File: src/rtl/scsi_seq_pkg.sv
package scsi_seq_pkg;

  localparam int STEP_W = 3;
  localparam int ISR_W  = 4;

  // status bit positions
  localparam int ISR_SO  = 0;
  localparam int ISR_SR  = 1;
  localparam int ISR_DIS = 2;
  localparam int ISR_REJ = 3;

  // bus phase codes {msg, c/d, i/o}; 4 is used for bus free
  localparam logic [2:0] PH_DOUT = 3'd0;
  localparam logic [2:0] PH_DIN  = 3'd1;
  localparam logic [2:0] PH_CMD  = 3'd2;
  localparam logic [2:0] PH_STAT = 3'd3;
  localparam logic [2:0] PH_FREE = 3'd4;
  localparam logic [2:0] PH_MOUT = 3'd6;
  localparam logic [2:0] PH_MIN  = 3'd7;

  // command opcodes (bits 6:0 of the command byte)
  localparam logic [6:0] OP_XFER   = 7'h10;
  localparam logic [6:0] OP_FINISH = 7'h11;
  localparam logic [6:0] OP_MSGOK  = 7'h12;
  localparam logic [6:0] OP_SEL    = 7'h41;
  localparam logic [6:0] OP_SELATN = 7'h42;
  localparam logic [6:0] OP_ARM    = 7'h44;

  typedef enum logic [1:0] {ACT_SEL, ACT_MSG, ACT_CMD, ACT_FIN} act_e;

  typedef struct packed {
    act_e              act;
    logic [STEP_W-1:0] step;
    logic [ISR_W-1:0]  stat;
  } desc_t;

  typedef enum logic [2:0] {ST_IDLE, ST_SEL, ST_WAIT, ST_PUSH, ST_PULL} seq_state_e;

  // step list of the two selection commands
  function automatic desc_t desc_lookup(input logic atn, input logic [1:0] idx);
    desc_t d;
    if (idx == 2'd0) begin
      d.act  = ACT_SEL;
      d.step = STEP_W'(0);
      d.stat = ISR_W'(1 << ISR_DIS);
    end else if (atn && idx == 2'd1) begin
      d.act  = ACT_MSG;
      d.step = STEP_W'(2);
      d.stat = ISR_W'((1 << ISR_SR) | (1 << ISR_SO));
    end else if (idx == (atn ? 2'd2 : 2'd1)) begin
      d.act  = ACT_CMD;
      d.step = STEP_W'(3);
      d.stat = ISR_W'((1 << ISR_SR) | (1 << ISR_SO));
    end else begin
      d.act  = ACT_FIN;
      d.step = STEP_W'(4);
      d.stat = ISR_W'((1 << ISR_SR) | (1 << ISR_SO));
    end
    return d;
  endfunction

endpackage

File: src/rtl/scsi_seq_fifo.sv
module scsi_seq_fifo #(
  parameter int DEPTH = 16,
  parameter int DW    = 8,
  localparam int AW   = $clog2(DEPTH),
  localparam int LW   = $clog2(DEPTH + 1)
) (
  input  logic          clk,
  input  logic          rst,
  input  logic          wr_en,
  input  logic [DW-1:0] wr_data,
  input  logic          rd_en,
  output logic [DW-1:0] rd_data,
  output logic [LW-1:0] level
);

  localparam logic [LW-1:0] FULL = LW'(DEPTH);
  localparam logic [AW-1:0] LAST = AW'(DEPTH - 1);

  logic [DW-1:0] mem [DEPTH];
  logic [AW-1:0] wr_ptr, rd_ptr;
  logic          wr_ok, rd_ok;

  assign wr_ok = wr_en && (level != FULL);
  assign rd_ok = rd_en && (level != '0);

  function automatic logic [AW-1:0] bump(input logic [AW-1:0] p);
    return (p == LAST) ? '0 : p + AW'(1);
  endfunction

  // storage without reset so it maps onto RAM
  always_ff @(posedge clk) begin
    if (wr_ok) mem[wr_ptr] <= wr_data;
  end

  always_ff @(posedge clk) begin
    if (rst) begin
      rd_data <= '0;
    end else if (rd_ok) begin
      rd_data <= mem[rd_ptr];
    end
  end

  always_ff @(posedge clk) begin
    if (rst) begin
      wr_ptr <= '0;
      rd_ptr <= '0;
      level  <= '0;
    end else begin
      if (wr_ok) wr_ptr <= bump(wr_ptr);
      if (rd_ok) rd_ptr <= bump(rd_ptr);
      case ({wr_ok, rd_ok})
        2'b10:   level <= level + LW'(1);
        2'b01:   level <= level - LW'(1);
        default: level <= level;
      endcase
    end
  end

  assert_no_overflow_R3: assert property (@(posedge clk) disable iff (rst)
    level <= FULL) else $error("fifo level above depth");

  assert_full_write_dropped_R3: assert property (@(posedge clk) disable iff (rst)
    (level == FULL && wr_en && !rd_en) |=> level == FULL)
    else $error("write to full fifo changed level");

endmodule

File: src/rtl/scsi_seq_irq.sv
module scsi_seq_irq #(
  parameter int W = 4
) (
  input  logic         clk,
  input  logic         rst,
  input  logic [W-1:0] set_bits,
  input  logic         clr,
  output logic [W-1:0] isr,
  output logic         irq
);

  logic [W-1:0] isr_n;

  // a set arriving with a clear survives
  assign isr_n = (clr ? '0 : isr) | set_bits;

  always_ff @(posedge clk) begin
    if (rst) begin
      isr <= '0;
      irq <= 1'b0;
    end else begin
      isr <= isr_n;
      irq <= |isr_n;
    end
  end

  assert_irq_clear_R12: assert property (@(posedge clk) disable iff (rst)
    (clr && set_bits == '0) |=> !irq) else $error("irq held after status read");

endmodule

File: src/rtl/scsi_seq_ctrl.sv
module scsi_seq_ctrl import scsi_seq_pkg::*; #(
  parameter int DEPTH = 16,
  parameter int CNT_W = 16,
  localparam int LW   = $clog2(DEPTH + 1),
  localparam int MW   = (CNT_W > LW) ? CNT_W : LW
) (
  input  logic              clk,
  input  logic              rst,
  input  logic              cmd_we,
  input  logic [7:0]        cmd_data,
  input  logic [CNT_W-1:0]  xfer_cnt,
  input  logic [LW-1:0]     fifo_level,
  input  logic              initiator_mode,
  input  logic [2:0]        bus_phase,
  input  logic              phase_chg,
  input  logic              sel_done,
  input  logic              sel_timeout,
  input  logic              pull_valid,
  output logic              busy,
  output logic [STEP_W-1:0] step,
  output logic [ISR_W-1:0]  isr_set,
  output logic              fifo_pop,
  output logic              fifo_fill,
  output logic              sel_out,
  output logic              push_valid,
  output logic              pull_req,
  output logic              ack_out
);

  localparam logic [LW-1:0] FULL = LW'(DEPTH);
  localparam logic [LW-1:0] ONE  = LW'(1);

  seq_state_e        state, state_n;
  logic [1:0]        idx, idx_n;
  logic [LW-1:0]     left, left_n;
  logic              atn, atn_n;
  logic              fin_cmd, fin_n;
  logic              stage, stage_n;
  logic              then_wait, then_wait_n;
  logic [STEP_W-1:0] step_n;
  logic              ack_n;
  desc_t             d_cur, d_next;

  logic [MW-1:0]     free_ext, cnt_ext;
  logic [LW-1:0]     dma_req, in_req;
  logic              out_phase, in_phase;

  assign d_cur    = desc_lookup(atn, idx);
  assign d_next   = desc_lookup(atn, idx + 2'd1);

  assign free_ext = MW'(FULL - fifo_level);
  assign cnt_ext  = MW'(xfer_cnt);
  assign dma_req  = (cnt_ext < free_ext) ? cnt_ext[LW-1:0] : free_ext[LW-1:0];
  assign in_req   = (cmd_data[7] && bus_phase == PH_DIN) ? dma_req : ONE;

  assign out_phase = (bus_phase == PH_DOUT) || (bus_phase == PH_CMD) || (bus_phase == PH_MOUT);
  assign in_phase  = (bus_phase == PH_DIN) || (bus_phase == PH_STAT) || (bus_phase == PH_MIN);

  always_comb begin
    state_n     = state;
    idx_n       = idx;
    left_n      = left;
    atn_n       = atn;
    fin_n       = fin_cmd;
    stage_n     = stage;
    then_wait_n = then_wait;
    step_n      = step;
    ack_n       = ack_out;
    isr_set     = '0;
    fifo_pop    = 1'b0;

    unique case (state)
      ST_IDLE: begin
        if (cmd_we) begin
          step_n = '0;
          case (cmd_data[6:0])
            OP_SEL, OP_SELATN: begin
              atn_n   = (cmd_data[6:0] == OP_SELATN);
              idx_n   = 2'd0;
              state_n = ST_SEL;
            end
            OP_FINISH: begin
              if (bus_phase == PH_STAT) begin
                fin_n   = 1'b1;
                stage_n = 1'b0;
                left_n  = ONE;
                state_n = ST_PULL;
              end else begin
                isr_set[ISR_REJ] = 1'b1;
              end
            end
            OP_MSGOK: begin
              ack_n           = 1'b0;
              isr_set[ISR_SR] = 1'b1;
            end
            OP_ARM: begin
              state_n = ST_IDLE;
            end
            OP_XFER: begin
              if (!initiator_mode || !(out_phase || in_phase)) begin
                isr_set[ISR_REJ] = 1'b1;
              end else if (out_phase) begin
                if (fifo_level == '0) begin
                  isr_set[ISR_SR] = 1'b1;
                end else begin
                  left_n      = fifo_level;
                  then_wait_n = 1'b0;
                  state_n     = ST_PUSH;
                end
              end else begin
                if (in_req == '0) begin
                  isr_set[ISR_SR] = 1'b1;
                end else begin
                  fin_n   = 1'b0;
                  left_n  = in_req;
                  state_n = ST_PULL;
                end
              end
            end
            default: isr_set[ISR_REJ] = 1'b1;
          endcase
        end
      end

      ST_SEL: begin
        if (sel_timeout) begin
          step_n  = d_cur.step;
          isr_set = d_cur.stat;
          state_n = ST_IDLE;
        end else if (sel_done) begin
          state_n = ST_WAIT;
        end
      end

      ST_WAIT: begin
        if (phase_chg && bus_phase != PH_FREE) begin
          idx_n  = idx + 2'd1;
          step_n = d_next.step;
          case (d_next.act)
            ACT_MSG: begin
              if (fifo_level != '0) begin
                left_n      = ONE;
                then_wait_n = 1'b1;
                state_n     = ST_PUSH;
              end
            end
            ACT_CMD: begin
              if (fifo_level != '0) begin
                left_n      = fifo_level;
                then_wait_n = 1'b1;
                state_n     = ST_PUSH;
              end
            end
            ACT_FIN: begin
              isr_set = d_next.stat;
              state_n = ST_IDLE;
            end
            default: state_n = ST_WAIT;
          endcase
        end
      end

      ST_PUSH: begin
        fifo_pop = 1'b1;
        left_n   = left - ONE;
        if (left == ONE) begin
          if (then_wait) begin
            state_n = ST_WAIT;
          end else begin
            isr_set[ISR_SR] = 1'b1;
            state_n         = ST_IDLE;
          end
        end
      end

      ST_PULL: begin
        if (pull_valid) begin
          left_n = left - ONE;
          if (left == ONE) begin
            if (fin_cmd && !stage) begin
              stage_n = 1'b1;
              left_n  = ONE;
            end else begin
              if (fin_cmd) ack_n = 1'b1;
              isr_set[ISR_SR] = 1'b1;
              state_n         = ST_IDLE;
            end
          end
        end
      end

      default: state_n = ST_IDLE;
    endcase
  end

  always_ff @(posedge clk) begin
    if (rst) begin
      state      <= ST_IDLE;
      idx        <= '0;
      left       <= '0;
      atn        <= 1'b0;
      fin_cmd    <= 1'b0;
      stage      <= 1'b0;
      then_wait  <= 1'b0;
      step       <= '0;
      ack_out    <= 1'b0;
      push_valid <= 1'b0;
    end else begin
      state      <= state_n;
      idx        <= idx_n;
      left       <= left_n;
      atn        <= atn_n;
      fin_cmd    <= fin_n;
      stage      <= stage_n;
      then_wait  <= then_wait_n;
      step       <= step_n;
      ack_out    <= ack_n;
      push_valid <= fifo_pop;
    end
  end

  assign busy      = (state != ST_IDLE);
  assign sel_out   = (state == ST_SEL);
  assign pull_req  = (state == ST_PULL);
  assign fifo_fill = (state == ST_PULL) && pull_valid;

  assert_push_after_pop_R10: assert property (@(posedge clk) disable iff (rst)
    push_valid |-> $past(state == ST_PUSH)) else $error("push without pop");

  assert_step_legal_R4: assert property (@(posedge clk) disable iff (rst)
    (step == 3'd0 || step == 3'd2 || step == 3'd3 || step == 3'd4))
    else $error("illegal step number");

endmodule

File: src/rtl/scsi_init_seq.sv
module scsi_init_seq import scsi_seq_pkg::*; #(
  parameter int FIFO_DEPTH = 16,
  parameter int CNT_W      = 16
) (
  input  logic                               clk,
  input  logic                               rst,
  input  logic                               cmd_we,
  input  logic [7:0]                         cmd_data,
  output logic                               busy,
  input  logic                               fifo_we,
  input  logic [7:0]                         fifo_wdata,
  input  logic                               fifo_re,
  output logic [7:0]                         fifo_rdata,
  output logic [$clog2(FIFO_DEPTH+1)-1:0]    fifo_level,
  input  logic                               xfer_we,
  input  logic [CNT_W-1:0]                   xfer_wdata,
  input  logic                               isr_rd,
  output logic [3:0]                         int_status,
  output logic [2:0]                         step_num,
  output logic                               irq,
  input  logic                               initiator_mode,
  input  logic [2:0]                         bus_phase,
  input  logic                               phase_chg,
  output logic                               sel_out,
  input  logic                               sel_done,
  input  logic                               sel_timeout,
  output logic                               push_valid,
  output logic [7:0]                         push_data,
  output logic                               pull_req,
  input  logic                               pull_valid,
  input  logic [7:0]                         pull_data,
  output logic                               ack_out
);

  localparam int LW = $clog2(FIFO_DEPTH + 1);

  logic [CNT_W-1:0] xfer_q;
  logic [ISR_W-1:0] isr_set;
  logic             seq_pop, seq_fill;
  logic             f_wr, f_rd;
  logic [7:0]       f_wdata, f_rdata;
  logic [LW-1:0]    f_level;

  always_ff @(posedge clk) begin
    if (rst)          xfer_q <= '0;
    else if (xfer_we) xfer_q <= xfer_wdata;
  end

  // the sequencer owns the FIFO while busy; host access is dropped then
  assign f_wr    = busy ? seq_fill  : fifo_we;
  assign f_wdata = busy ? pull_data : fifo_wdata;
  assign f_rd    = busy ? seq_pop   : fifo_re;

  scsi_seq_fifo #(.DEPTH(FIFO_DEPTH), .DW(8)) i_fifo (
    .clk     (clk),
    .rst     (rst),
    .wr_en   (f_wr),
    .wr_data (f_wdata),
    .rd_en   (f_rd),
    .rd_data (f_rdata),
    .level   (f_level)
  );

  scsi_seq_ctrl #(.DEPTH(FIFO_DEPTH), .CNT_W(CNT_W)) i_ctrl (
    .clk            (clk),
    .rst            (rst),
    .cmd_we         (cmd_we),
    .cmd_data       (cmd_data),
    .xfer_cnt       (xfer_q),
    .fifo_level     (f_level),
    .initiator_mode (initiator_mode),
    .bus_phase      (bus_phase),
    .phase_chg      (phase_chg),
    .sel_done       (sel_done),
    .sel_timeout    (sel_timeout),
    .pull_valid     (pull_valid),
    .busy           (busy),
    .step           (step_num),
    .isr_set        (isr_set),
    .fifo_pop       (seq_pop),
    .fifo_fill      (seq_fill),
    .sel_out        (sel_out),
    .push_valid     (push_valid),
    .pull_req       (pull_req),
    .ack_out        (ack_out)
  );

  scsi_seq_irq #(.W(ISR_W)) i_irq (
    .clk      (clk),
    .rst      (rst),
    .set_bits (isr_set),
    .clr      (isr_rd),
    .isr      (int_status),
    .irq      (irq)
  );

  assign fifo_rdata = f_rdata;
  assign push_data  = f_rdata;
  assign fifo_level = f_level;

  assert_ack_sets_sr_R8: assert property (@(posedge clk) disable iff (rst)
    $rose(ack_out) |-> int_status[ISR_SR]) else $error("ack without service request");

  assert_timeout_disc_R6: assert property (@(posedge clk) disable iff (rst)
    (sel_out && sel_timeout) |=> (!sel_out && int_status[ISR_DIS] && irq))
    else $error("timeout did not report disconnect");

endmodule

File: config.mk
export PLATFORM = sky130hd
export DESIGN_NAME = scsi_init_seq
export DESIGN_NICKNAME = d
export VERILOG_FILES = /design/src/rtl/scsi_seq_pkg.sv /design/src/rtl/scsi_seq_fifo.sv /design/src/rtl/scsi_seq_irq.sv /design/src/rtl/scsi_seq_ctrl.sv /design/src/rtl/scsi_init_seq.sv
export SDC_FILE = /design/constraint.sdc
export NUM_CORES = 1
export LEC_CHECK = 0
export ABC_AREA = 1
export BUFFER_PORTS_ARGS = -buffer_cell sky130_fd_sc_hd__buf_4
export CORE_ASPECT_RATIO = 0.8
export CORE_UTILIZATION = 60
export CTS_BUF_LIST = sky130_fd_sc_hd__clkbuf_16
export DETAILED_ROUTE_END_ITERATION = 8
export PLACE_DENSITY = 0.78
export RECOVER_POWER = 25
export SETUP_SLACK_MARGIN = 0.2
export SLEW_MARGIN = 20
export SYNTH_ARGS = -nofsm -noshare
export SYNTH_HDL_FRONTEND = slang
export SYNTH_SLANG_ARGS = --single-unit
File: constraint.sdc
create_clock -name clk -period 6.5 [get_ports clk]
set_input_delay 1.3 -clock clk [delete_from_list [all_inputs] [get_ports clk]]
set_output_delay 1.3 -clock clk [all_outputs]
set_load 0.05 [all_outputs]
After elaboration in Yosys (flattened, before gate mapping)
Memory sizes are Yosys's and may differ from the RTL's. A register that Yosys moved wholly into a read port is not among the register bits.
Cells that the tools add are included.

operators by class
  $add $sub $neg = 7
  order comparisons = 1
  equality and inequality tests = 63
  mux-type cells = 110
  bitwise operators = 1
  reduce and logical (&&, ||, !) cells = 44

operator list
  operator            number
  $mux 5              14
  $mux 3              17
  $mux 1              42
  $pmux 5 s2          3
  $mux 4              6
  $ne 2x2->1 const B  12
  $ne 2x1->1 const B  11
  $eq 7x5->1 const B  3
  $eq 7x7->1 const B  3
  $mux 7              3
  $reduce_and 7->1    3
  $pmux 5 s4          1
  $mux 9              2
  $lt 16x16->1        1
  $mux 8              2
  $pmux 3 s5          1
  $pmux 1 s2          7
  $reduce_and 13->1   1
  $eq 3x2->1 const B  4
  $ne 3x2->1 const B  4
  $ne 3x3->1 const B  4
  $pmux 3 s4          1
  $reduce_and 12->1   1
  $logic_not 5->1     2
  37 further kinds    78

storage, ports and cells
  flip-flop bits (word level) = 53
  memory bits (writable) = 128
  input port bits = 55
  output and inout bits = 34
  word-level logic and storage cells = 243
  memories kept = 1

memories
  memory      words  width  read ports  clocked after Yosys merged registers in  write ports  line                 source
  i_fifo.mem  16     8      1           1                                        1            scsi_seq_fifo.sv:19  logic [DW-1:0] mem [DEPTH];

Logic depth before layout (Yosys ltp)
Gate-level depths: netlist of run 1.

  word-level depth = 13
  depth in mapped cells = 22
  mapped depth without buffers = 22

By module
From an unflattened synthesis of run 1, not the netlist that was laid out.

second synthesis, totals
  cell total of the unflattened synthesis = 1,210
  area, all modules = 9,890.7 um2

modules (own cells, without submodules)
  module         times used  cells an instance  area each (um2)  seq. area each (um2)
  scsi_seq_fifo  1           647                6,452.4          4,264.1
  scsi_seq_ctrl  1           397                2,392.3          380.4
  scsi_init_seq  1           141                864.6            320.3
  scsi_seq_irq   1           25                 181.4            100.1

Worst setup path before layout of run 1
Ideal clock, no wire load.

  path type = register -> register
  start point = reg i_fifo.level[0]
  end point = reg i_ctrl.left[1]
  library setup time = 0.116 ns
  arrival = 3.344 ns
  data required time = 6.384 ns
  slack = 3.040 ns
  cell stages (with the launch flop) = 18
  buffers on the path = 0
  period minus slack after synthesis = 3.460 ns
  cells stage by stage = dfxtp_1 -> inv_1 -> nand3_1 -> o21ai_0 -> ha_1 -> nand2_1 -> inv_1 -> o21ai_0 -> a21oi_1 -> nor2_2 -> nand2_1 -> nand2_1 -> nand3_1 -> and3_4 -> nand4_4 -> nand2_4 -> o21ai_0 -> nor2_1

between the ends
  word-level cells in the longest chain between the ends = 10
  elaborated cells between the ends (all ways) = 18
  those cells by class = add/sub (1); order compare (1); eq/ne (4); mux (8); reduce/logical (4)

ends and longest elaborated chain
  item                    line                  source
  start, declared         scsi_seq_fifo.sv:13   output logic [LW-1:0] level
  start signal, assigned  scsi_seq_fifo.sv:52   2'b10: level <= level + LW'(1);
  start signal, assigned  scsi_seq_fifo.sv:53   2'b01: level <= level - LW'(1);
  start signal, assigned  scsi_seq_fifo.sv:54   default: level <= level;
  $sub 5x5->6             scsi_seq_ctrl.sv:51   assign free_ext = MW'(FULL - fifo_level);
  $lt 16x16->1            scsi_seq_ctrl.sv:53   assign dma_req = (cnt_ext < free_ext) ? cnt_ext[LW-1:0] : free_ext[LW-1:0];
  $mux 5                  scsi_seq_ctrl.sv:53
  $mux 5                  scsi_seq_ctrl.sv:54   assign in_req = (cmd_data[7] && bus_phase == PH_DIN) ? dma_req : ONE;
  $mux 5                  scsi_seq_ctrl.sv:111  if (in_req == '0) begin
  $mux 5                  scsi_seq_ctrl.sv:102  end else if (out_phase) begin
  $mux 5                  scsi_seq_ctrl.sv:100  if (!initiator_mode || !(out_phase || in_phase)) begin
  $pmux 5 s2              scsi_seq_ctrl.sv:76   case (cmd_data[6:0])
  $mux 5                  scsi_seq_ctrl.sv:74   if (cmd_we) begin
  $pmux 5 s4              scsi_seq_ctrl.sv:72   unique case (state)
  end signal, assigned    scsi_seq_ctrl.sv:211  left <= left_n;
  end, declared           scsi_seq_ctrl.sv:35   logic [LW-1:0] left, left_n;

Parallel ways exist; a longest one is shown, timed or not. The select of a mux whose other input is x is not followed.
A chain may end at the register's enable or synchronous reset.

Worst setup path in the final report of run 1
  start point = reg i_ctrl.state[0]
  end point = out busy

between the ends
  word-level cells in the longest chain between the ends = 1

ends and longest elaborated chain
  item                    line                  source
  start, declared         scsi_seq_ctrl.sv:33   seq_state_e state, state_n;
  start signal, assigned  scsi_seq_ctrl.sv:209  state <= state_n;
  $reduce_bool 3->1       scsi_seq_ctrl.sv:222  assign busy = (state != ST_IDLE);
  end, declared           scsi_init_seq.sv:9    output logic busy,

No other way between the ends.

==> impl_results.html, run 1 <==
<table>
<tr><th>Metric</th><th>Value</th></tr>
<tr><th colspan="2">Run status</th></tr>
<tr><td>Run status</td><td>finished clean</td></tr>
<tr><th colspan="2">Critical path</th></tr>
<tr><td>Start-to-end type of the worst setup path</td><td>reg2out</td></tr>
<tr><td>Required time reported for the critical path endpoint</td><td>roughly 5200 ps</td></tr>
<tr><td>Max Fanout on Critical Path</td><td>17</td></tr>
<tr><td>Data arrival time of the critical path</td><td>2890 ps</td></tr>
<tr><td>Depth of the most critical reg-to-reg path</td><td>17</td></tr>
<tr><td>Type of element launching the critical path</td><td>flop</td></tr>
<tr><td>Element type at the critical path end</td><td>output port</td></tr>
<tr><th colspan="2">Timing</th></tr>
<tr><td>Total negative setup slack</td><td>0 ps</td></tr>
<tr><td>Final Skew</td><td>roughly 7 ps</td></tr>
<tr><td>Final period demand of the worst path</td><td>around 4200 ps</td></tr>
<tr><td>Number of failing hold endpoints at the final stage</td><td>0</td></tr>
<tr><td>Max frequency</td><td>about 240 MHz</td></tr>
<tr><td>Final WS setup</td><td>2310 ps</td></tr>
<tr><td>Setup repair after global routing missed its margin</td><td>no</td></tr>
<tr><td>Final setup violation count</td><td>0</td></tr>
<tr><td>Fin crit share</td><td>~64%</td></tr>
<tr><td>Final Max Tran Viols</td><td>0</td></tr>
<tr><td>Actual transition at the worst max-transition pin</td><td>about 1200 ps</td></tr>
<tr><td>Relative slew slack</td><td>approximately 23%</td></tr>
<tr><th colspan="2">Synth</th></tr>
<tr><td>Count of different cell masters after synthesis</td><td>46</td></tr>
<tr><td>Share of flip-flops with an asynchronous set or reset</td><td>0%</td></tr>
<tr><td>Number of enable-type register cells in the synthesized netlist</td><td>roughly 130</td></tr>
<tr><td>Share of the synthesized area in the top cell type</td><td>42.3%</td></tr>
<tr><td>Top flip-flop cell by instance count after synthesis</td><td>edfxtp_1</td></tr>
<tr><td>Cell Area, Synth</td><td>a little over 0.009 mm^2</td></tr>
<tr><td>Synthesis-stage register bit count</td><td>~190</td></tr>
<tr><td>Net count after synthesis</td><td>1065</td></tr>
<tr><td>Cell types with the highest counts after synthesis</td><td>159 x nor2_1, 128 x edfxtp_1, 127 x nand2_1, 125 x o21ai_0, 74 x inv_1</td></tr>
<tr><td>Sequential-to-total area share from yosys stat</td><td>a little under three fifths</td></tr>
<tr><td>Cell type with the highest aggregate area in the netlist</td><td>edfxtp_1</td></tr>
<tr><td>Syn Area/Cell</td><td>a little over 9 um^2</td></tr>
<tr><td>Count of yosys warnings during synthesis</td><td>0</td></tr>
<tr><td>Leading post-synthesis cells by cell area</td><td>edfxtp_1 42%, dfxtp_1 13%, o21ai_0 6.9%, nor2_1 6.6%, nand2_1 5.2%</td></tr>
<tr><td>Cell with the most instances after synthesis</td><td>nor2_1</td></tr>
<tr><td>Gate Count Post-Synth</td><td>~970</td></tr>
<tr><th colspan="2">Pwr</th></tr>
<tr><td>Worst-case vdd ir drop</td><td>roughly 0.00033 V</td></tr>
<tr><td>Power per cell area</td><td>around 440 mW/mm^2</td></tr>
<tr><td>Leakage power</td><td>0.00411 uW</td></tr>
<tr><th colspan="2">Cells and area</th></tr>
<tr><td># nets final</td><td>about 1.1k</td></tr>
<tr><td>Final-layout fill cell count</td><td>1080</td></tr>
<tr><td>Share of layout cells above drive strength 1</td><td>between 10% and 20%</td></tr>
<tr><td>Post-route core utilization</td><td>71.2%</td></tr>
<tr><td>Post-synthesis to final-layout area growth</td><td>14.0%</td></tr>
<tr><td>Antenna cells</td><td>0</td></tr>
<tr><th colspan="2">Die</th></tr>
<tr><td>Core area</td><td>0.0145 mm^2</td></tr>
<tr><td>Initial core utilization</td><td>62.5%</td></tr>
<tr><td>Io pins</td><td>between 80 and 90</td></tr>
<tr><td>Die extent in y</td><td>112 um</td></tr>
<tr><td>Die width</td><td>140 um</td></tr>
<tr><td>Core Rows</td><td>39</td></tr>
<tr><td>Die area</td><td>0.0156 mm^2</td></tr>
<tr><th colspan="2">Routing</th></tr>
<tr><td>Number of vias in the routed layout</td><td>a little over 7k</td></tr>
<tr><td>Wire length per cell</td><td>17.7 um</td></tr>
<tr><td>Detailed-routing iteration count for the pre-antenna-repair pass</td><td>5</td></tr>
<tr><td>Iteration-0 DRC Markers</td><td>610</td></tr>
<tr><td>Via density per instance</td><td>between 5 and 6</td></tr>
<tr><td>Routed wire length</td><td>21900 um</td></tr>
<tr><td>DRC violation count after routing</td><td>0</td></tr>
<tr><td>Detail Route Antenna Nets</td><td>0</td></tr>
<tr><th colspan="2">Global routing</th></tr>
<tr><td>Vias in the first global route</td><td>6791</td></tr>
<tr><td>Initial antenna violation count</td><td>0</td></tr>
<tr><td>Overflow left after global routing</td><td>0</td></tr>
<tr><td>Pin count of the biggest net entering global routing</td><td>68</td></tr>
<tr><td>Total Routing Usage GR</td><td>a little under 30%</td></tr>
<tr><td>Global-route wire length before repair</td><td>between 30000 and 40000 um</td></tr>
<tr><th colspan="2">Clock tree</th></tr>
<tr><td>CTS tree</td><td>yes</td></tr>
<tr><td>Clock H-tree levels</td><td>4</td></tr>
<tr><td>CTS root buffer</td><td>clkbuf_16</td></tr>
<tr><td>Clock transition at the registers of the reported paths</td><td>roughly 70 ps</td></tr>
<tr><td>Num CTS Buffers</td><td>17</td></tr>
<tr><td>Buffers from clock root to sink, at most</td><td>2</td></tr>
<tr><td>Resized cells post-CTS</td><td>0</td></tr>
<tr><td>Number of post-CTS setup repair buffers</td><td>0</td></tr>
<tr><td>Clock latency at the later pin of the worst-skew pair</td><td>roughly 430 ps</td></tr>
<tr><td>Cts hold-fix bufs</td><td>0</td></tr>
<tr><td>Sink count of the clock tree</td><td>189</td></tr>
<tr><th colspan="2">Place</th></tr>
<tr><td>Final HPWL from detailed placement</td><td>about 15000 um</td></tr>
<tr><td>Number of port buffers</td><td>slightly below 90</td></tr>
<tr><td>GP Congestion</td><td>around 0.9</td></tr>
<tr><td>Placement Setup Slack</td><td>roughly 2600 ps</td></tr>
<tr><th colspan="2">Run</th></tr>
<tr><td>Number of violations of the max-capacitance limit</td><td>0</td></tr>
<tr><th colspan="2">Worst hold path</th></tr>
<tr><td>Hold Path Class</td><td>reg2reg</td></tr>
<tr><td>Worst hold path stage count</td><td>2</td></tr>
</table>
==> power breakdown <==
part	leakage, uW	internal (uW)	switching [uW]	total [uW]
clock	0.000277	503	475	978
sequential	0.00166	1540	92.8	1640
combinational	0.00218	537	1360	1890
==> final cells by class <==
| cell class | instances | area [um^2] | share of cell area, % |
|---|---|---|---|
| clock buffer | 17 | 425 | 4.11 |
| clock inverter | 15 | 129 | 1.24 |
| inverter | 85 | 319 | 3.08 |
| multi-input combinational | 657 | 3500 | 33.8 |
| sequential | 189 | 5070 | 48.9 |
| tap | 184 | 230 | 2.22 |
| timing repair buffer | 93 | 687 | 6.63 |
==> through the flow <==
step / instance area (um^2) / power, uW / instances / hold slack, ps
CTS: 10400 / 4520 / 1240 / 489
floorplan: 9080 / 2990 / 973 / 444
detailed placement: 9830 / 3540 / 1208 / 479
global route: 10400 / 4780 / 1240 / 509
global placement: 9820 / 3490 / 1208 / 470
finish: 10400 / 4510 / 1240 / 484
==> cell usage in the layout (no fill, tap or decap), drive strengths merged, types with 9 or more instances in the layout <==
cell type	n
nor2	170
nand2	130
edfxtp	128
o21ai	127
inv	91
buf	90
dfxtp	61
a21oi	55
ha	36
nand3	27
o22ai	24
nor3	23
clkbuf	20
a31oi	15
o221ai	10
a211oi	9
clkinv	9
==> flip-flops by register name, indices dropped and copies added (netlist names) <==
register           cells
i_ctrl.fin_cmd         1
i_fifo.rd_ptr          4
i_ctrl.step            3
i_fifo.rd_data         8
i_irq.irq              1
i_ctrl.state           3
i_ctrl.push_valid      1
i_ctrl.ack_out         1
i_fifo.level           5
i_ctrl.left            5
i_ctrl.atn             1
i_fifo.mem           128
i_ctrl.stage           1
i_ctrl.idx             2
xfer_q                16
i_fifo.wr_ptr          4
i_irq.isr              4
i_ctrl.then_wait       1
==> worst paths after layout <==
| kind | start | end | slack, ps |
|---|---|---|---|
| max | i_ctrl.state[0] | busy | 2310 |
| min | i_ctrl.fin_cmd | i_ctrl.fin_cmd | 480 |
| max reg2reg | i_ctrl.state[0] | i_fifo.level[4] | 2470 |
| min reg2reg | i_ctrl.fin_cmd | i_ctrl.fin_cmd | 480 |
==> worst max-delay path, stage by stage (launching register included) <==
cell      delay (ps)
dfxtp_1          330
nor2_1           110
clkinv_1         110
nor2_1           880
inv_1            640
buf_4            370
==> logic make-up (layout without fill, tap and decap cells) <==
group / after synthesis / after routing / share of synthesized area (%)
and+or+nand+nor: 362 / 362 / 17.1
AOI/OAI and AO/OA: 250 / 250 / 15.6
DFF: 189 / 189 / 55.8
buffers and inverters: 127 / 210 / 5.59
adders and majority gates: 37 / 37 / 5.18
xor gates and xnor gates: 8 / 8 / 0.771
==> metal layers <==
layer	GRT usage (%)	vias to the layer above	share of wire [%]	routed length, um
li1	-	3527	-	-
met1	42.3	3385	44	9660
met2	44.7	316	45	9810
met3	6.78	15	10	2240
met4	8.42	0	0.89	194
met5	0	-	0	0
No activity file was read; power rests on OpenSTA's default activity.
==> run 2: changes to the inputs <==
Settings changed: ABC_AREA 1 to 0, CORE_UTILIZATION 60 to 54, PLACE_DENSITY 0.78 to 0.74.
Clock period 6.5 ns to 3.7 ns, I/O delays scaled along.
==> run 2 against run 1 <==
Compared with the run above:
- the flow now finishes with violations (max-capacitance violations, max-slew violations)
- sequential cell count did not move
- routed wire length shrank 2.2%
- register-to-register slack got worse by 2200 ps
- highest routed layer unchanged
==> impl_results.html, run 2 <==
<table>
<tr><th>Metric</th><th>Value</th></tr>
<tr><th colspan="2">Critical path</th></tr>
<tr><td>Worst path cell trace</td><td>inv_4, ha_4, nor3b_4, ha_4, ha_1, nand2_1, or3_4, a2111oi_4, buf_4, o31a_2, o221ai_4, o211a_4, nor2_1, a211oi_1 (was nor2_1, clkinv_1, nor2_1, inv_1, buf_4)</td></tr>
<tr><td>Worst-path cell with the longest stage delay</td><td>dfxtp_4 (was nor2_1)</td></tr>
<tr><td>Required time reported for the critical path endpoint</td><td>3860 ps (was 5200 ps)</td></tr>
<tr><td>Dominant delay contributor by cell family on the critical path</td><td>compound AO/OA/AOI/OAI gates (was buffers and inverters)</td></tr>
<tr><td>Start-to-end type of the worst setup path</td><td>reg2reg (was reg2out)</td></tr>
<tr><td>Element type at the critical path end</td><td>flop (was output port)</td></tr>
<tr><td>Peak per-stage delay on the critical path</td><td>400 ps (was 880 ps)</td></tr>
<tr><td>Slack of the worst reg-to-reg path</td><td>240 ps (was 2470 ps)</td></tr>
<tr><td>Data arrival time of the critical path</td><td>3620 ps (was 2890 ps)</td></tr>
<tr><td>Worst path bufs/invs</td><td>2 (was 3)</td></tr>
<tr><td>Cell mode on critical path</td><td>ha_4 (was nor2_1)</td></tr>
<tr><td>Type of element launching the critical path</td><td>flop (unchanged)</td></tr>
<tr><td>Max Fanout on Critical Path</td><td>10 (was 17)</td></tr>
<tr><th colspan="2">Clock tree</th></tr>
<tr><td>Num CTS Buffers</td><td>17 (unchanged)</td></tr>
<tr><td>Clock transition at the registers of the reported paths</td><td>70 ps (about the same)</td></tr>
<tr><td>Clock H-tree levels</td><td>4 (unchanged)</td></tr>
<tr><td>Buffers from clock root to sink, at most</td><td>2 (unchanged)</td></tr>
<tr><td>CTS tree</td><td>yes (unchanged)</td></tr>
<tr><td>Clock latency at the later pin of the worst-skew pair</td><td>430 ps (about the same)</td></tr>
<tr><td>CTS root buffer</td><td>clkbuf_16 (unchanged)</td></tr>
<tr><td>Sink count of the clock tree</td><td>189 (unchanged)</td></tr>
<tr><td>Cts hold-fix bufs</td><td>0 (unchanged)</td></tr>
<tr><th colspan="2">Cells and area</th></tr>
<tr><td># nets final</td><td>934 (was 1135)</td></tr>
<tr><td>Post-route core utilization</td><td>64.3% (was 71.2%)</td></tr>
<tr><td>Largest registers</td><td>i_fifo.mem x128, xfer_q x16, i_fifo.rd_data x8 (unchanged)</td></tr>
<tr><td>Most common cell after layout, fill and taps aside</td><td>edfxtp_1 (was nor2_1)</td></tr>
<tr><td>Post-synthesis to final-layout area growth</td><td>16.3% (was 14.0%)</td></tr>
<tr><td>Final-layout fill cell count</td><td>1288 (was 1080)</td></tr>
<tr><td>Share of layout cells above drive strength 1</td><td>22.6% (was 14.8%)</td></tr>
<tr><td>Max reg flops</td><td>128 (unchanged)</td></tr>
<tr><td>Fin area</td><td>0.0107 mm^2 (was 0.0104 mm^2)</td></tr>
<tr><td>Count of placed standard cells in the final layout, fillers left out</td><td>1074 (was 1240)</td></tr>
<tr><td>Commonest cells after routing, fill and taps aside</td><td>128 x edfxtp_1, 90 x nand2_1, 88 x buf_4 (was 161 x nor2_1, 128 x edfxtp_1, 127 x nand2_1)</td></tr>
<tr><td>Biggest register</td><td>i_fifo.mem (unchanged)</td></tr>
<tr><td>Antenna cells</td><td>0 (unchanged)</td></tr>
<tr><th colspan="2">Synth</th></tr>
<tr><td>Cell type with the highest aggregate area in the netlist</td><td>edfxtp_1 (unchanged)</td></tr>
<tr><td>Cell Area, Synth</td><td>0.00918 mm^2 (was 0.00908 mm^2)</td></tr>
<tr><td>Number of enable-type register cells in the synthesized netlist</td><td>128 (unchanged)</td></tr>
<tr><td>Share of the synthesized area in the top cell type</td><td>41.9% (was 42.3%)</td></tr>
<tr><td>Sequential-to-total area share from yosys stat</td><td>55.2% (was 55.8%)</td></tr>
<tr><td>Cell with the most instances after synthesis</td><td>edfxtp_1 (was nor2_1)</td></tr>
<tr><td>Share of flip-flops with an asynchronous set or reset</td><td>0% (unchanged)</td></tr>
<tr><td>Leading post-synthesis cells by cell area</td><td>edfxtp_1 42%, dfxtp_1 13%, mux4_2 9.8%, ha_1 4.9%, nand2_1 3.7% (was edfxtp_1 42%, dfxtp_1 13%, o21ai_0 6.9%, nor2_1 6.6%, nand2_1 5.2%)</td></tr>
<tr><td>Count of different cell masters after synthesis</td><td>73 (was 46)</td></tr>
<tr><td>Net count after synthesis</td><td>843 (was 1065)</td></tr>
<tr><td>Syn Area/Cell</td><td>12.2 um^2 (was 9.33 um^2)</td></tr>
<tr><td>Synthesis-stage register bit count</td><td>189 (unchanged)</td></tr>
<tr><td>Top flip-flop cell by instance count after synthesis</td><td>edfxtp_1 (unchanged)</td></tr>
<tr><td>Count of yosys warnings during synthesis</td><td>0 (unchanged)</td></tr>
<tr><td>Gate Count Post-Synth</td><td>751 (was 973)</td></tr>
<tr><td>Cell types with the highest counts after synthesis</td><td>128 x edfxtp_1, 90 x nand2_1, 84 x nor2_1, 61 x dfxtp_1, 44 x a21oi_1 (was 159 x nor2_1, 128 x edfxtp_1, 127 x nand2_1, 125 x o21ai_0, 74 x inv_1)</td></tr>
<tr><th colspan="2">Timing</th></tr>
<tr><td>Fin crit share</td><td>between 90 and 100%</td></tr>
<tr><td>Actual transition at the worst max-transition pin</td><td>2950 ps (was 1160 ps)</td></tr>
<tr><td>Final Max Tran Viols</td><td>65 (was 0)</td></tr>
<tr><td>Setup repair after global routing missed its margin</td><td>no (unchanged)</td></tr>
<tr><td>Final period demand of the worst path</td><td>between 3000 and 4000 ps</td></tr>
<tr><td>Number of failing hold endpoints at the final stage</td><td>0 (unchanged)</td></tr>
<tr><td>Relative slew slack</td><td>-96.4% (was 22.6%)</td></tr>
<tr><td>Final Skew</td><td>10.2 ps (was 6.98 ps)</td></tr>
<tr><td>Max frequency</td><td>about 290 MHz</td></tr>
<tr><td>Final setup violation count</td><td>0 (unchanged)</td></tr>
<tr><td>Total negative setup slack</td><td>0 ps (unchanged)</td></tr>
<tr><th colspan="2">Run</th></tr>
<tr><td>Number of violations of the max-capacitance limit</td><td>1 (was 0)</td></tr>
<tr><th colspan="2">Pwr</th></tr>
<tr><td>Worst-case vdd ir drop</td><td>0.000507 V (was 0.000325 V)</td></tr>
<tr><td>Clock Power Share</td><td>25.4% (was 21.7%)</td></tr>
<tr><td>Combinational Power Share</td><td>34.9% (was 42.0%)</td></tr>
<tr><td>Fraction of power consumed by sequential logic</td><td>39.6% (was 36.3%)</td></tr>
<tr><td>Post-layout power</td><td>6840 uW (was 4510 uW)</td></tr>
<tr><td>Reported net switching power</td><td>2440 uW (was 1920 uW)</td></tr>
<tr><td>Leakage power</td><td>0.00384 uW (was 0.00411 uW)</td></tr>
<tr><td>Share of total power consumed by net switching</td><td>35.6% (was 42.7%)</td></tr>
<tr><td>Power per cell area</td><td>641 mW/mm^2 (was 436 mW/mm^2)</td></tr>
<tr><td>Internal cell power</td><td>4400 uW (was 2590 uW)</td></tr>
<tr><th colspan="2">Global routing</th></tr>
<tr><td>Initial antenna violation count</td><td>0 (unchanged)</td></tr>
<tr><td>Overflow left after global routing</td><td>0 (unchanged)</td></tr>
<tr><td>Total Routing Usage GR</td><td>25.4% (was 29.4%)</td></tr>
<tr><td>Global-route wire length before repair</td><td>33500 um (was 34900 um)</td></tr>
<tr><td>Vias in the first global route</td><td>6210 (was 6791)</td></tr>
<tr><td>Pin count of the biggest net entering global routing</td><td>65 (was 68)</td></tr>
<tr><th colspan="2">Routing</th></tr>
<tr><td>DRC violation count after routing</td><td>0 (unchanged)</td></tr>
<tr><td>Detail Route Antenna Nets</td><td>0 (unchanged)</td></tr>
<tr><td>Detailed-routing iteration count for the pre-antenna-repair pass</td><td>6 (was 5)</td></tr>
<tr><td>Iteration-0 DRC Markers</td><td>614 (was 610)</td></tr>
<tr><td>Via density per instance</td><td>6.00 (was 5.84)</td></tr>
<tr><td>Routed wire length</td><td>21400 um (was 21900 um)</td></tr>
<tr><td>Number of vias in the routed layout</td><td>6448 (was 7243)</td></tr>
<tr><td>Wire length per cell</td><td>19.9 um (was 17.7 um)</td></tr>
<tr><th colspan="2">Place</th></tr>
<tr><td>Post-Place Cell Area</td><td>0.0101 mm^2 (was 0.00983 mm^2)</td></tr>
<tr><td>Number of port buffers</td><td>88 (unchanged)</td></tr>
<tr><td>Number of placed cells counting well taps</td><td>1036 (was 1208)</td></tr>
<tr><td>Final HPWL from detailed placement</td><td>14900 um (about the same)</td></tr>
<tr><td>GP Congestion</td><td>0.894 (was 0.902)</td></tr>
<tr><th colspan="2">Die</th></tr>
<tr><td>Core area</td><td>0.0166 mm^2 (was 0.0145 mm^2)</td></tr>
<tr><td>Die width</td><td>148 um (was 140 um)</td></tr>
<tr><td>Initial core utilization</td><td>55.3% (was 62.5%)</td></tr>
<tr><td>Io pins</td><td>89 (unchanged)</td></tr>
<tr><td>Die area</td><td>0.0175 mm^2 (was 0.0156 mm^2)</td></tr>
<tr><td>Core Rows</td><td>42 (was 39)</td></tr>
<tr><td>Die extent in y</td><td>119 um (was 112 um)</td></tr>
<tr><th colspan="2">Run status</th></tr>
<tr><td>Failing checks</td><td>max-capacitance violations, max-slew violations</td></tr>
<tr><td>Run status</td><td>complete, but fails checks (was finished clean)</td></tr>
<tr><th colspan="2">Worst hold path</th></tr>
<tr><td>Hold Path Class</td><td>reg2reg (unchanged)</td></tr>
</table>
-- run 2: changes by cell type after synthesis, moves of 21 or more --
cell and delta:
inv_1 -50, mux2i_1 +23, mux4_2 +40, nand2_1 -37
nand3_1 -23, nor2_1 -75, o21ai_0 -112, o22ai_1 -21
-- run 2: final cells by class --
cell class,count,area (um^2),area share [%]
sequential,189,5070,47.5
multi-input combinational,491,3880,36.3
timing repair buffer,119,793,7.43
clock buffer,17,425,3.98
tap,220,275,2.58
clock inverter,14,138,1.29
inverter,24,92.6,0.867
-- run 2: path summary, 6_finish.rpt --
| kind | start | endpoint | cells after the start |
|---|---|---|---|
| setup reg to reg | i_fifo.level[0] | i_ctrl.state[1] | 14 |
| hold / removal | i_fifo.rd_data[7] | i_fifo.rd_data[7] | 2 |
| hold reg to reg | i_fifo.rd_data[7] | i_fifo.rd_data[7] | 2 |
| setup / recovery | i_fifo.level[0] | i_ctrl.state[1] | 14 |
-- run 2: power by group through the flow --
stage / clock network (uW) / registers, uW / logic (uW)
after CTS: 1770 / 2710 / 2320
after detailed placement: 0 / 2750 / 2310
after global routing: 1850 / 2740 / 2590
final: 1740 / 2710 / 2390
after floorplan: 0 / 2840 / 1570
after global placement: 0 / 2730 / 2260
-- run 2: worst min-delay path, delay by kind of cell, from the launching register on --
family	cells	cell delay, ps
and+or+nand+nor	1	50
DFF	1	320
AOI/OAI and AO/OA	1	50
-- run 2: kinds of logic after synthesis --
logic type | after synthesis | share of synthesized area, %
AOI/OAI and AO/OA | 125 | 9.63
and+or+nand+nor | 249 | 12.3
DFF | 189 | 55.2
adders and majority gates | 37 | 5.13
xor gates and xnor gates | 14 | 1.34
buffers and inverters | 72 | 3.82
muxes | 65 | 12.6
-- run 2: layer usage --
metal  up-vias  track usage (%)  routed length, um  share of wire, %
met5         -                0                  0                 0
met4         0             7.22                399               1.9
met3        36             6.25               1700               7.9
met2       295             38.4               9860                46
met1      3145             36.5               9470                44
li1       2972                -                  -                 -
-- run 2: stage by stage --
stage	hold WS [ps]	worst slack (ps)
2_1_floorplan	465	205
3_3_place_gp	462	333
3_5_place_dp	469	235
4_1_cts	479	219
5_1_grt	506	93.3
6_report	473	238
-- run 2: what timing repair did --
item                                    CTS  global route
gates resized for setup                   0            16
endpoints found under the setup margin    0            11
buffers inserted                          0             6
==> run 3: changes to the inputs <==
Settings changed: CELL_PAD_IN_SITES_DETAIL_PLACEMENT from default to 1, CELL_PAD_IN_SITES_GLOBAL_PLACEMENT from default to 1, CORE_UTILIZATION 54 to 44.
==> run 3 against run 2 <==
Compared with the run above:
- the run now ends clean
- clock power up 7%
- register-to-register slack improved by 40 ps
- sequential cell count unchanged
- non-clock buffer count increased by 4
- fmax increased by 1.1%
- critical endpoint is now i_ctrl.left[2]
- critical path depth unchanged
==> impl_results.html, run 3 (synthesized netlist as in run 2, its figures left out) <==
<table>
<tr><th>Metric</th><th>Value</th></tr>
<tr><th colspan="2">Cells and area</th></tr>
<tr><td>Antenna cells</td><td>0 (unchanged)</td></tr>
<tr><td>Count of placed standard cells in the final layout, fillers left out</td><td>1122 (was 1074)</td></tr>
<tr><td>Fin area</td><td>0.0108 mm^2 (was 0.0107 mm^2)</td></tr>
<tr><td>Commonest cells after routing, fill and taps aside</td><td>128 x edfxtp_1, 90 x nand2_1, 86 x buf_4 (was 128 x edfxtp_1, 90 x nand2_1, 88 x buf_4)</td></tr>
<tr><td>Footprint of the multi-input gates</td><td>0.00386 mm^2 (was 0.00388 mm^2)</td></tr>
<tr><td>Post-synthesis to final-layout area growth</td><td>17.3% (was 16.3%)</td></tr>
<tr><td>Max reg flops</td><td>128 (unchanged)</td></tr>
<tr><td>Share of layout cells above drive strength 1</td><td>22.5% (was 22.6%)</td></tr>
<tr><td>Sequential cell area</td><td>0.00508 mm^2 (was 0.00507 mm^2)</td></tr>
<tr><td>Final-layout fill cell count</td><td>2075 (was 1288)</td></tr>
<tr><td>Largest registers</td><td>i_fifo.mem x128, xfer_q x16, i_fifo.rd_data x8 (unchanged)</td></tr>
<tr><td>Most common cell after layout, fill and taps aside</td><td>edfxtp_1 (unchanged)</td></tr>
<tr><td>Biggest register</td><td>i_fifo.mem (unchanged)</td></tr>
<tr><td># nets final</td><td>937 (was 934)</td></tr>
<tr><th colspan="2">Critical path</th></tr>
<tr><td>Peak per-stage delay on the critical path</td><td>540 ps (was 400 ps)</td></tr>
<tr><td>Max Fanout on Critical Path</td><td>7 (was 10)</td></tr>
<tr><td>Slack of the worst reg-to-reg path</td><td>270 ps (was 240 ps)</td></tr>
<tr><td>Data arrival time of the critical path</td><td>3760 ps (was 3620 ps)</td></tr>
<tr><td>Cell mode on critical path</td><td>buf_4 (was ha_4)</td></tr>
<tr><td>Start-to-end type of the worst setup path</td><td>reg2reg (unchanged)</td></tr>
<tr><td>Depth of the most critical reg-to-reg path</td><td>14 (unchanged)</td></tr>
<tr><td>Type of element launching the critical path</td><td>flop (unchanged)</td></tr>
<tr><td>Worst-path cell with the longest stage delay</td><td>dfxtp_1 (was dfxtp_4)</td></tr>
<tr><td>Worst path bufs/invs</td><td>4 (was 2)</td></tr>
<tr><td>Worst path cell trace</td><td>o41ai_4, buf_4, buf_4, ha_1, nand3_2, or3_4, a2111oi_4, buf_4, nor4_2, o221ai_4, o211ai_4, buf_12, or2_1, a21oi_1 (was inv_4, ha_4, nor3b_4, ha_4, ha_1, nand2_1, or3_4, a2111oi_4, buf_4, o31a_2, o221ai_4, o211a_4, nor2_1, a211oi_1)</td></tr>
<tr><td>Element type at the critical path end</td><td>flop (unchanged)</td></tr>
<tr><td>Dominant delay contributor by cell family on the critical path</td><td>compound AO/OA/AOI/OAI gates (unchanged)</td></tr>
<tr><td>Source of the worst register-to-register timing path</td><td>i_fifo.level[4] (was i_fifo.level[0])</td></tr>
<tr><td>Required time reported for the critical path endpoint</td><td>4040 ps (was 3860 ps)</td></tr>
<tr><td>Capture point of the worst reg-to-reg path</td><td>i_ctrl.left[2] (was i_ctrl.state[1])</td></tr>
<tr><th colspan="2">Clock tree</th></tr>
<tr><td>CTS tree</td><td>yes (unchanged)</td></tr>
<tr><td>CTS root buffer</td><td>clkbuf_16 (unchanged)</td></tr>
<tr><td>Clock transition at the registers of the reported paths</td><td>70 ps (about the same)</td></tr>
<tr><td>Num CTS Buffers</td><td>17 (unchanged)</td></tr>
<tr><td>Buffers from clock root to sink, at most</td><td>2 (unchanged)</td></tr>
<tr><td>Sink count of the clock tree</td><td>189 (unchanged)</td></tr>
<tr><td>Clock latency at the later pin of the worst-skew pair</td><td>440 ps (was 430 ps)</td></tr>
<tr><td>Clock H-tree levels</td><td>4 (unchanged)</td></tr>
<tr><th colspan="2">Routing</th></tr>
<tr><td>Iteration-0 DRC Markers</td><td>702 (was 614)</td></tr>
<tr><td>Detail Route Antenna Nets</td><td>0 (unchanged)</td></tr>
<tr><td>Wire length per cell</td><td>21.7 um (was 19.9 um)</td></tr>
<tr><td>Detailed-routing iteration count for the pre-antenna-repair pass</td><td>6 (unchanged)</td></tr>
<tr><td>DRC violation count after routing</td><td>0 (unchanged)</td></tr>
<tr><td>Routed wire length</td><td>24400 um (was 21400 um)</td></tr>
<tr><td>Via density per instance</td><td>5.80 (was 6.00)</td></tr>
<tr><td>Number of vias in the routed layout</td><td>6513 (was 6448)</td></tr>
<tr><th colspan="2">Global routing</th></tr>
<tr><td>Total Routing Usage GR</td><td>23.5% (was 25.4%)</td></tr>
<tr><td>Vias in the first global route</td><td>6672 (was 6210)</td></tr>
<tr><td>Pin count of the biggest net entering global routing</td><td>65 (unchanged)</td></tr>
<tr><td>Initial antenna violation count</td><td>0 (unchanged)</td></tr>
<tr><td>Global-route wire length before repair</td><td>38100 um (was 33500 um)</td></tr>
<tr><td>Overflow left after global routing</td><td>0 (unchanged)</td></tr>
<tr><th colspan="2">Place</th></tr>
<tr><td>Final HPWL from detailed placement</td><td>17000 um (was 14900 um)</td></tr>
<tr><td>Post-Place Cell Area</td><td>0.0101 mm^2 (about the same)</td></tr>
<tr><td>Number of port buffers</td><td>88 (unchanged)</td></tr>
<tr><td>Number of placed cells counting well taps</td><td>1081 (was 1036)</td></tr>
<tr><td>GP Congestion</td><td>0.898 (was 0.894)</td></tr>
<tr><th colspan="2">Timing</th></tr>
<tr><td>Setup repair after global routing missed its margin</td><td>no (unchanged)</td></tr>
<tr><td>Relative slew slack</td><td>3.77% (was -96.4%)</td></tr>
<tr><td>Final Skew</td><td>11.1 ps (was 10.2 ps)</td></tr>
<tr><td>Number of failing hold endpoints at the final stage</td><td>0 (unchanged)</td></tr>
<tr><td>Total negative setup slack</td><td>0 ps (unchanged)</td></tr>
<tr><td>Final Max Tran Viols</td><td>0 (was 65)</td></tr>
<tr><td>Actual transition at the worst max-transition pin</td><td>1440 ps (was 2950 ps)</td></tr>
<tr><td>Final period demand of the worst path</td><td>3430 ps (was 3460 ps)</td></tr>
<tr><td>Max frequency</td><td>292 MHz (was 289 MHz)</td></tr>
<tr><td>Fin crit share</td><td>92.6% (was 93.6%)</td></tr>
<tr><td>Final setup violation count</td><td>0 (unchanged)</td></tr>
<tr><th colspan="2">Die</th></tr>
<tr><td>Core Rows</td><td>46 (was 42)</td></tr>
<tr><td>Die width</td><td>163 um (was 148 um)</td></tr>
<tr><td>Die extent in y</td><td>131 um (was 119 um)</td></tr>
<tr><td>Core area</td><td>0.0201 mm^2 (was 0.0166 mm^2)</td></tr>
<tr><td>Initial core utilization</td><td>45.6% (was 55.3%)</td></tr>
<tr><td>Die area</td><td>0.0214 mm^2 (was 0.0175 mm^2)</td></tr>
<tr><td>Io pins</td><td>89 (unchanged)</td></tr>
<tr><th colspan="2">Run</th></tr>
<tr><td>Number of violations of the max-capacitance limit</td><td>0 (was 1)</td></tr>
<tr><th colspan="2">Worst hold path</th></tr>
<tr><td>Hold Path Class</td><td>reg2reg (unchanged)</td></tr>
<tr><td>Launch instance of the worst min-delay path</td><td>i_fifo.rd_data[6] (was i_fifo.rd_data[7])</td></tr>
<tr><td>End point of the most critical hold path</td><td>i_fifo.rd_data[6] (was i_fifo.rd_data[7])</td></tr>
<tr><td>Worst hold path stage count</td><td>2 (unchanged)</td></tr>
<tr><th colspan="2">Pwr</th></tr>
<tr><td>Power per cell area</td><td>657 mW/mm^2 (was 641 mW/mm^2)</td></tr>
<tr><td>Leakage power</td><td>0.00388 uW (was 0.00384 uW)</td></tr>
<tr><td>Worst-case vdd ir drop</td><td>0.000462 V (was 0.000507 V)</td></tr>
<tr><th colspan="2">Run status</th></tr>
<tr><td>Run status</td><td>finished clean (was complete, but fails checks)</td></tr>
</table>
-- run 3: cell types whose count changed in the layout (fill, tap and decap cells not counted), sizes merged --
cell and change:
bufinv +2, o211ai -1, clkbuf +6, buf -2
inv -1
-- run 3: stage by stage --
step	power (uW)	util (%)	hold WS (ps)	worst slack (ps)
after detailed placement	5140	50.3	477	135
after global routing	7410	53.4	498	90.4
after global placement	5020	50.3	466	295
after CTS	7040	53.5	486	205
after floorplan	4410	-	465	205
final	7070	53.4	477	275
-- run 3: repair_timing --
action                                  4_1_cts  5_1_grt
endpoints found under the setup margin        7       11
setup buffers                                 2        7
resized for setup                             5       17
hold buffers                                  0        0
pin swaps                                     2        4
-- run 3: worst reg2reg max path: cells and delay by family (launching register included) --
family	cells	cell delay (ps)
compound gates	5	1010
simple gates	4	790
buf+inv	4	690
flops	1	540
fa+ha+maj	1	300
-- run 3: worst max path at each step --
stage,start,endpoint,slack [ps],cells past startpoint
after CTS,i_fifo.level[1],i_ctrl.left[1],210,14
after global placement,i_fifo.level[0],i_ctrl.left[0],290,13
final,i_fifo.level[4],i_ctrl.left[2],270,14
after detailed placement,i_fifo.level[0],i_ctrl.left[1],130,10
after global routing,i_fifo.level[4],i_ctrl.left[2],90,14
after floorplan,i_fifo.level[0],i_fifo.level[4],210,17
-- run 3: final cells by class --
cell class / count / share of cell area [%]
clock inverter: 15 / 1.57
multi-input combinational: 490 / 35.8
clock buffer: 17 / 3.95
timing repair buffer: 123 / 7.50
inverter: 24 / 0.895
tap: 264 / 3.07
sequential: 189 / 47.2
-- run 3: per-layer routing --
layer  routed length (um)  vias up  track usage, %
li1                     -     2984               -
met1                11100     3263            33.8
met2                11100      236            34.5
met3                 1810       30            7.29
met4                  329        0            5.92
met5                    0        -               0
-- run 3: report_power, final --
group	switching, uW	internal (uW)	leakage, uW	total [uW]
registers	157	2520	0.00166	2680
clock network	798	1060	0.000287	1860
logic	1580	952	0.00193	2530
